--- config.mk ---
export PLATFORM = sky130hd
export DESIGN_NAME = los_alarm_qualifier
export DESIGN_NICKNAME = d
export VERILOG_FILES = /design/src/rtl/los_pkg.sv /design/src/rtl/los_sync.sv /design/src/rtl/los_window_timer.sv /design/src/rtl/los_event_latch.sv /design/src/rtl/los_alarm_qualifier.sv
export SDC_FILE = /design/constraint.sdc
export NUM_CORES = 1
export LEC_CHECK = 0
export BUFFER_PORTS_ARGS = -buffer_cell sky130_fd_sc_hd__buf_2
export CAP_MARGIN = 20
export CELL_PAD_IN_SITES_DETAIL_PLACEMENT = 0
export CELL_PAD_IN_SITES_GLOBAL_PLACEMENT = 2
export CORE_MARGIN = 2
export CORE_UTILIZATION = 39
export DETAILED_ROUTE_END_ITERATION = 12
export HOLD_SLACK_MARGIN = 0.03
export PLACE_DENSITY_LB_ADDON = 0.1
export RECOVER_POWER = 100
export SLEW_MARGIN = 15
export SYNTH_ARGS = -nofsm -noshare
export SYNTH_HDL_FRONTEND = slang
export SYNTH_SLANG_ARGS = --single-unit
--- constraint.sdc ---
create_clock -name clk_i -period 2.7 [get_ports clk_i]
set_clock_uncertainty 0.05 [all_clocks]
set_input_delay 0.405 -clock clk_i [delete_from_list [all_inputs] [get_ports clk_i]]
set_output_delay 0.405 -clock clk_i [all_outputs]
set_load 0.02 [all_outputs]
--- src/rtl/los_pkg.sv ---
package los_pkg;

  typedef enum logic {
    TMR_MS   = 1'b0,
    TMR_BITS = 1'b1
  } tmr_mode_e;

  // Reference cycles in a span given in tenths of a millisecond.
  function automatic int unsigned tenths_ms_to_ticks(int unsigned hz, int unsigned tenths);
    return (hz * tenths) / 10000;
  endfunction

endpackage

--- src/rtl/los_sync.sv ---
module los_sync #(
  parameter int STAGES = 2
) (
  input  logic clk_i,
  input  logic rst_ni,
  input  logic async_i,
  output logic sync_o
);

  logic [STAGES-1:0] chain_q;

  always_ff @(posedge clk_i or negedge rst_ni) begin
    if (!rst_ni) chain_q[0] <= 1'b0;
    else         chain_q[0] <= async_i;
  end

  for (genvar g = 1; g < STAGES; g++) begin : g_stage
    always_ff @(posedge clk_i or negedge rst_ni) begin
      if (!rst_ni) chain_q[g] <= 1'b0;
      else         chain_q[g] <= chain_q[g-1];
    end
  end

  assign sync_o = chain_q[STAGES-1];

endmodule

--- src/rtl/los_window_timer.sv ---
module los_window_timer
  import los_pkg::*;
#(
  parameter int CNT_W      = 12,
  parameter int MS_WINDOW  = 3072,
  parameter int BIT_WINDOW = 32,
  parameter int MS_MIN     = 2048,
  parameter int BIT_MIN    = 10
) (
  input  logic clk_i,
  input  logic rst_ni,
  input  logic loss_i,
  input  logic mode_i,
  output logic alarm_o,
  output logic rise_o
);

  localparam logic [CNT_W-1:0] MS_LIM    = CNT_W'(MS_WINDOW);
  localparam logic [CNT_W-1:0] BIT_LIM   = CNT_W'(BIT_WINDOW);
  localparam logic [CNT_W-1:0] MS_FLOOR  = CNT_W'(MS_MIN - 1);
  localparam logic [CNT_W-1:0] BIT_FLOOR = CNT_W'(BIT_MIN - 1);

  tmr_mode_e         mode;
  logic [CNT_W-1:0]  limit;
  logic [CNT_W-1:0]  cnt_q;
  logic              alarm_q;
  logic              rise_q;
  logic              declare;

  assign mode = tmr_mode_e'(mode_i);

  always_comb begin
    limit = (mode == TMR_BITS) ? BIT_LIM : MS_LIM;
  end

  // Declaration point: the run has reached the window for the current mode.
  assign declare = loss_i && !alarm_q && (cnt_q >= limit - 1'b1);

  always_ff @(posedge clk_i or negedge rst_ni) begin
    if (!rst_ni) begin
      cnt_q   <= '0;
      alarm_q <= 1'b0;
      rise_q  <= 1'b0;
    end else begin
      rise_q <= declare;
      if (!loss_i) begin
        cnt_q   <= '0;
        alarm_q <= 1'b0;
      end else begin
        if (!alarm_q) cnt_q <= cnt_q + 1'b1;
        if (declare)  alarm_q <= 1'b1;
      end
    end
  end

  assign alarm_o = alarm_q;
  assign rise_o  = rise_q;

  AST_ALARM_NEEDS_LOSS: assert property (@(posedge clk_i) disable iff (!rst_ni)
    alarm_q |-> $past(loss_i));
  AST_NO_EARLY_DECLARE: assert property (@(posedge clk_i) disable iff (!rst_ni)
    $rose(alarm_q) |-> ($past(cnt_q) >= (($past(mode) == TMR_BITS) ? BIT_FLOOR : MS_FLOOR)));
  AST_RISE_SINGLE: assert property (@(posedge clk_i) disable iff (!rst_ni)
    rise_q |=> !rise_q);
  AST_RISE_MARKS_EDGE: assert property (@(posedge clk_i) disable iff (!rst_ni)
    rise_q |-> (alarm_q && !$past(alarm_q)));

endmodule

--- src/rtl/los_event_latch.sv ---
module los_event_latch #(
  parameter int N_MASK = 3
) (
  input  logic              clk_i,
  input  logic              rst_ni,
  input  logic              rise_i,
  input  logic              rd_i,
  input  logic [N_MASK-1:0] mask_i,
  output logic              status_o,
  output logic              irq_o
);

  logic status_q;
  logic irq_q;
  logic blocked;

  assign blocked = |mask_i;

  always_ff @(posedge clk_i or negedge rst_ni) begin
    if (!rst_ni) begin
      status_q <= 1'b0;
      irq_q    <= 1'b0;
    end else begin
      // A new rise wins over a read in the same cycle.
      if (rise_i)    status_q <= 1'b1;
      else if (rd_i) status_q <= 1'b0;
      irq_q <= rise_i && !blocked;
    end
  end

  assign status_o = status_q;
  assign irq_o    = irq_q;

  AST_STATUS_ON_RISE: assert property (@(posedge clk_i) disable iff (!rst_ni)
    rise_i |=> status_q);
  AST_STATUS_HOLDS: assert property (@(posedge clk_i) disable iff (!rst_ni)
    (status_q && !rd_i) |=> status_q);
  AST_READ_CLEARS: assert property (@(posedge clk_i) disable iff (!rst_ni)
    (rd_i && !rise_i) |=> !status_q);
  AST_MASK_BLOCKS: assert property (@(posedge clk_i) disable iff (!rst_ni)
    blocked |=> !irq_q);
  AST_IRQ_NEEDS_RISE: assert property (@(posedge clk_i) disable iff (!rst_ni)
    irq_q |-> $past(rise_i));

endmodule

--- src/rtl/los_alarm_qualifier.sv ---
module los_alarm_qualifier
  import los_pkg::*;
#(
  parameter int REF_CLK_HZ     = 2048000,
  parameter int HOLD_TENTHS_MS = 15,
  parameter int BIT_WINDOW     = 32,
  parameter int SYNC_STAGES    = 2
) (
  input  logic clk_i,
  input  logic rst_ni,
  input  logic sig_absent_i,
  input  logic timer_mode_i,
  input  logic mask_alarm_i,
  input  logic mask_chan_i,
  input  logic mask_glob_i,
  input  logic status_rd_i,
  output logic alarm_o,
  output logic status_o,
  output logic irq_o
);

  localparam int MS_WINDOW  = int'(tenths_ms_to_ticks(REF_CLK_HZ, HOLD_TENTHS_MS));
  localparam int MS_MIN     = int'(tenths_ms_to_ticks(REF_CLK_HZ, 10));
  localparam int BIT_MIN    = 10;
  localparam int MAX_WINDOW = (MS_WINDOW > BIT_WINDOW) ? MS_WINDOW : BIT_WINDOW;
  localparam int CNT_W      = $clog2(MAX_WINDOW + 1);
  localparam int N_MASK     = 3;

  logic              loss_sync;
  logic              rise;
  logic [N_MASK-1:0] masks;

  assign masks = {mask_glob_i, mask_chan_i, mask_alarm_i};

  los_sync #(
    .STAGES (SYNC_STAGES)
  ) u_sync (
    .clk_i   (clk_i),
    .rst_ni  (rst_ni),
    .async_i (sig_absent_i),
    .sync_o  (loss_sync)
  );

  los_window_timer #(
    .CNT_W      (CNT_W),
    .MS_WINDOW  (MS_WINDOW),
    .BIT_WINDOW (BIT_WINDOW),
    .MS_MIN     (MS_MIN),
    .BIT_MIN    (BIT_MIN)
  ) u_timer (
    .clk_i   (clk_i),
    .rst_ni  (rst_ni),
    .loss_i  (loss_sync),
    .mode_i  (timer_mode_i),
    .alarm_o (alarm_o),
    .rise_o  (rise)
  );

  los_event_latch #(
    .N_MASK (N_MASK)
  ) u_latch (
    .clk_i    (clk_i),
    .rst_ni   (rst_ni),
    .rise_i   (rise),
    .rd_i     (status_rd_i),
    .mask_i   (masks),
    .status_o (status_o),
    .irq_o    (irq_o)
  );

  AST_IRQ_AFTER_ALARM: assert property (@(posedge clk_i) disable iff (!rst_ni)
    $rose(irq_o) |-> $past(alarm_o) && !$past(alarm_o, 2));

endmodule

Word-level counts from Yosys, hierarchy flattened
Cells that the tools add are included.
{"block": "op_classes", "add_sub_neg": 2, "magnitude_cmp": 1, "eq_ne": 2, "muxes": 7, "n_reduce_logical": 7}
{"operator": "$mux 12", "n": 3}
{"operator": "$add 12x1->12 const B", "n": 1}
{"operator": "$ge 12x12->1", "n": 1}
{"operator": "$sub 12x1->12 const B", "n": 1}
{"operator": "$mux 1", "n": 4}
{"operator": "$logic_and 1x1->1", "n": 3}
{"operator": "$reduce_or 3->1", "n": 1}
{"operator": "$logic_not 1->1", "n": 2}
{"operator": "$ne 2x1->1 const B", "n": 1}
{"operator": "$ne 2x2->1 const B", "n": 1}
{"operator": "$reduce_bool 2->1", "n": 1}
{"block": "totals", "register_bits": 18, "output_inout_bits": 3, "elab_cells": 26}

Longest topological paths before layout
{"block": "logic_depth", "ltp_word": 6, "ltp_mapped": 4, "mapped_depth_nobuf": 4}

Cells and area by module
Synthesis repeated with hierarchy kept, for this count alone.
{"block": "unflattened", "hier_cells": 89, "area_unflattened_um2": 977.2}
{"module": "los_window_timer", "instances": 1, "cells_each": 82, "area_per_inst_um2": 850.8, "seq_area_each_um2": 350.3}
{"module": "los_event_latch", "instances": 1, "cells_each": 5, "area_per_inst_um2": 76.3, "seq_area_each_um2": 50.0}
{"module": "los_sync", "instances": 1, "cells_each": 2, "area_per_inst_um2": 50.0, "seq_area_each_um2": 50.0}

Least setup slack after synthesis
No wires, ideal clock.
{"block": "synth_path", "path_type": "input-to-reg", "from": "input port timer_mode_i", "to": "register u_timer.alarm_q, in the netlist u_timer.alarm_o", "arrival_ns": 1.396, "required_ns": 2.510, "setup_slack_ns": 1.115, "path_stages": 4, "path_cell_list": "ha_1 > a211o_1 > a2111oi_0 > a311oi_1"}
{"block": "synth_between", "elab_chain_cells": 5}
{"item": "start: declaration", "line": "los_alarm_qualifier.sv:12", "source": "input logic timer_mode_i,"}
{"item": "$mux 12", "line": "los_window_timer.sv:33", "source": "limit = (mode == TMR_BITS) ? BIT_LIM : MS_LIM;"}
{"item": "$sub 12x1->12", "line": "los_window_timer.sv:37", "source": "assign declare = loss_i && !alarm_q && (cnt_q >= limit - 1'b1);"}
{"item": "$ge 12x12->1", "line": "los_window_timer.sv:37"}
{"item": "$logic_and 1x1->1", "line": "los_window_timer.sv:37"}
{"item": "$ne 2x1->1 (no line)"}
{"item": "end signal: assignment", "line": "los_window_timer.sv:42", "source": "alarm_q <= 1'b0;"}
{"item": "end signal: assignment", "line": "los_window_timer.sv:48", "source": "alarm_q <= 1'b0;"}
{"item": "end signal: assignment", "line": "los_window_timer.sv:51", "source": "if (declare) alarm_q <= 1'b1;"}
{"item": "end: declaration", "line": "los_window_timer.sv:26", "source": "logic alarm_q;"}
No other way between the ends.
A chain may end at the register's enable or synchronous reset.

Worst setup path in the final report
{"block": "layout_path", "from": "register u_timer.cnt_q[0]", "to": "register u_timer.cnt_q[10]"}
{"block": "layout_between", "elab_chain_cells": 3}
{"item": "start: declaration", "line": "los_window_timer.sv:25", "source": "logic [CNT_W-1:0] cnt_q;"}
{"item": "start signal: assignment", "line": "los_window_timer.sv:50", "source": "if (!alarm_q) cnt_q <= cnt_q + 1'b1;"}
{"item": "$add 12x1->12", "line": "los_window_timer.sv:50"}
{"item": "$mux 12", "line": "los_window_timer.sv:50"}
{"item": "$mux 12", "line": "los_window_timer.sv:46", "source": "if (!loss_i) begin"}
No other way between the ends. The select of a mux whose other input is x is not followed.

==> impl_results.md <==
- Largest net degree at the start of global routing: 19
- Crit Path Category: flip-flop to flip-flop
- First-pass GRT wire length: 3491 um
- Overflow after GRT: 0
- Vias in the first global route: 772
- CTS tree: done
- Worst slew pin tran: 986.3 ps
- Syn_area_per_cell: 10.80 um^2
- DR iter-0 viols: 9
- Die Wd: 53.64 um
- Placement Rows: 17
- H-tree depth: 1
- GPL Wtd Cong: 0.6952
- Longest Clk Path Bufs: 2
- Routed Antenna Nets: 0
- Cell variety after synth: 32
- Synthesized instance count: 89
- Vias per Instance: 5.546
- Tmin final: 1764 ps
- Final slew viol count: 0
- Worst R2R Path Depth: 4
- Commonest non-fill, non-tap cell in the layout: dfrtp_1
- Nature of the critical path endpoint: flip-flop
- Total of max-cap violations: 0
- Avg WL per Cell: 14.78 um
- Ys flop type: dfrtp_1
- Final Core Density: 46.45%
- Nets: 118
- Asr flop ratio synth: 100.0%
- Synthesized flop and latch total: 18
- CTS Sinks: 18
- Pre-Repair DR Iteration Count: 4
- Total Routing Usage GR: 17.47%
- DIE HEIGHT: 53.64 um
- Worst vdd ir: 0.2702 mV
- Die area: 0.002877 mm^2
- Post-cts sizing count: 0
- Fill count: 225
- Syn nets: 104
- Hold crit path type: input port to flip-flop
- Register area: 450.4 um^2
- Synthesized area: 960.9 um^2
- Share of layout cells above drive strength 1: 12.75%
- Seq/Total Area, Yosys: 46.88%
- Critical path required time: 2870 ps
- IO Count: 11
- Final WS setup: 936.3 ps
- CP Max Fanout: 7
- CP startpoint kind: flip-flop
- Area Overhead vs Synth: 10.03%
- Final setup TNS: 0 ps
- Lkg Pwr: 0.4710 nW
- Via count: 721
- Highest-count cells in the layout ignoring fill and taps: dfrtp_1, a21oi_1, ha_1
- Clock Tree Root: clkbuf_4
- Port bufs: 10
- R2R Setup Slk: 940 ps
- Post-CTS Setup Inserts: 0
- Final hold violations: 0
- Antenna cell count: 0
- Status: complete, no violations
- Ys Warns: 0
- Critical Path AT: 1940 ps
- Remaining DRCs: 0
- Skew-Pair Late Insertion Delay: 290 ps
- Initial Utilization: 42.22%
- Slew HR: 34.25%
- Clock transition at the registers of the reported paths: 100 ps
- Detail Placement HPWL: 1373 um
- # hold bufs at CTS: 1
- RSZ-0062 raised after global routing: no
- Final wirelength: 1922 um
- Pre-CTS WS: 878.7 ps
- Final setup viols: 0
- Initial antenna violation count: 0
- FMAX: 567.0 MHz
- Power per Cell Area: 450.7 mW/mm^2
- CTS buffer count: 3
- Area of the multi-input gates: 457.9 um^2
- Core area: 0.002276 mm^2
- Final Cycle Share: 65.32%
- Min-Delay Path Depth: 1
- Number of synthesized flops with an enable pin: 0
==> Yosys cell counts (all sizes together), types with 2 or more instances <==
cell    instances  area [um^2]
nand4           2        12.51
a21oi           7        35.03
dfrtp          18        450.4
nand3           4        20.02
nand2b          2        12.51
xor2            3        26.28
ha              7        87.58
o31ai           3        22.52
nand2           5        18.77
mux2i           3        30.03
o21ai           2        10.01
nor4            2        12.51
or3             2        13.77
nor2            5        18.77
or4             3        22.52
inv             6        22.52
nand4b          2        32.53
==> registers in the layout, indices dropped and copies added (netlist names) <==
register and count:
u_latch.irq_o 1, u_latch.status_o 1, u_sync.chain_q 1, u_sync.sync_o 1, u_timer.alarm_o 1, u_timer.cnt_q 12, u_timer.rise_o 1
==> routing by layer <==
metal  vias up  part of all wire, %  track usage [%]
li1        353                    -                -
met1       356                   48            22.73
met2         8                   48            28.19
met3         4                  2.7            2.500
met4         0                  1.8            8.974
met5         -                    0                0
==> power breakdown <==
part | switching (mW) | leakage, nW | internal (mW)
logic | 0.0187 | 0.206 | 0.0124
clock network | 0.0828 | 0.0210 | 0.0821
registers | 0.00588 | 0.244 | 0.275
total | 0.107 | 0.471 | 0.369
==> through the flow <==
stage                     cells  power (mW)  cell area [um^2]  hold WS [ps]
after floorplan              89      0.3012             960.9         59.41
after global placement      125      0.3168              1031         292.7
after detailed placement    125      0.3176              1031         294.9
after CTS                   130      0.4883              1077         151.9
after global routing        130      0.5006              1057         146.1
final                       130      0.4765              1057         165.0
==> worst max-delay path, cell delays in order (launching register included) <==
cell and delay (ps):
dfrtp_1 420, ha_1 220, nand4b_1 280, or4_1 570, a21oi_1 150
==> logic make-up (layout without fill, tap and decap cells) <==
group | count (synthesis) | after routing | synth area share, %
flip-flops | 18 | 18 | 46.87
buffers and inverters | 8 | 21 | 3.906
AO/OA/AOI/OAI | 18 | 18 | 12.63
adder cells (fa/ha/maj) | 7 | 7 | 9.114
multiplexers | 3 | 3 | 3.125
AND/OR/NAND/NOR | 31 | 31 | 20.70
XOR/XNOR | 4 | 4 | 3.646
==> area by class of cell <==
class	instances	share of cell area (%)
multi-input combinational	63	43.31
timing repair buffer	11	5.207
inverter	6	2.130
sequential	18	42.60
tap	28	3.314
clock buffer	4	3.432
==> worst paths after layout <==
kind | start | end
min in group asynchronous | rst_ni | u_sync.chain_q[0]$_DFF_PN0_
max in group asynchronous | rst_ni | u_timer.cnt_q[1]$_DFFE_PN0P_
min reg2reg | u_sync.chain_q[0]$_DFF_PN0_ | u_sync.sync_o$_DFF_PN0_
max | u_timer.cnt_q[0]$_DFFE_PN0P_ | u_timer.cnt_q[10]$_DFFE_PN0P_
min | sig_absent_i | u_sync.chain_q[0]$_DFF_PN0_
max reg2reg | u_timer.cnt_q[0]$_DFFE_PN0P_ | u_timer.cnt_q[10]$_DFFE_PN0P_
Power figures use the tool's default switching activity.
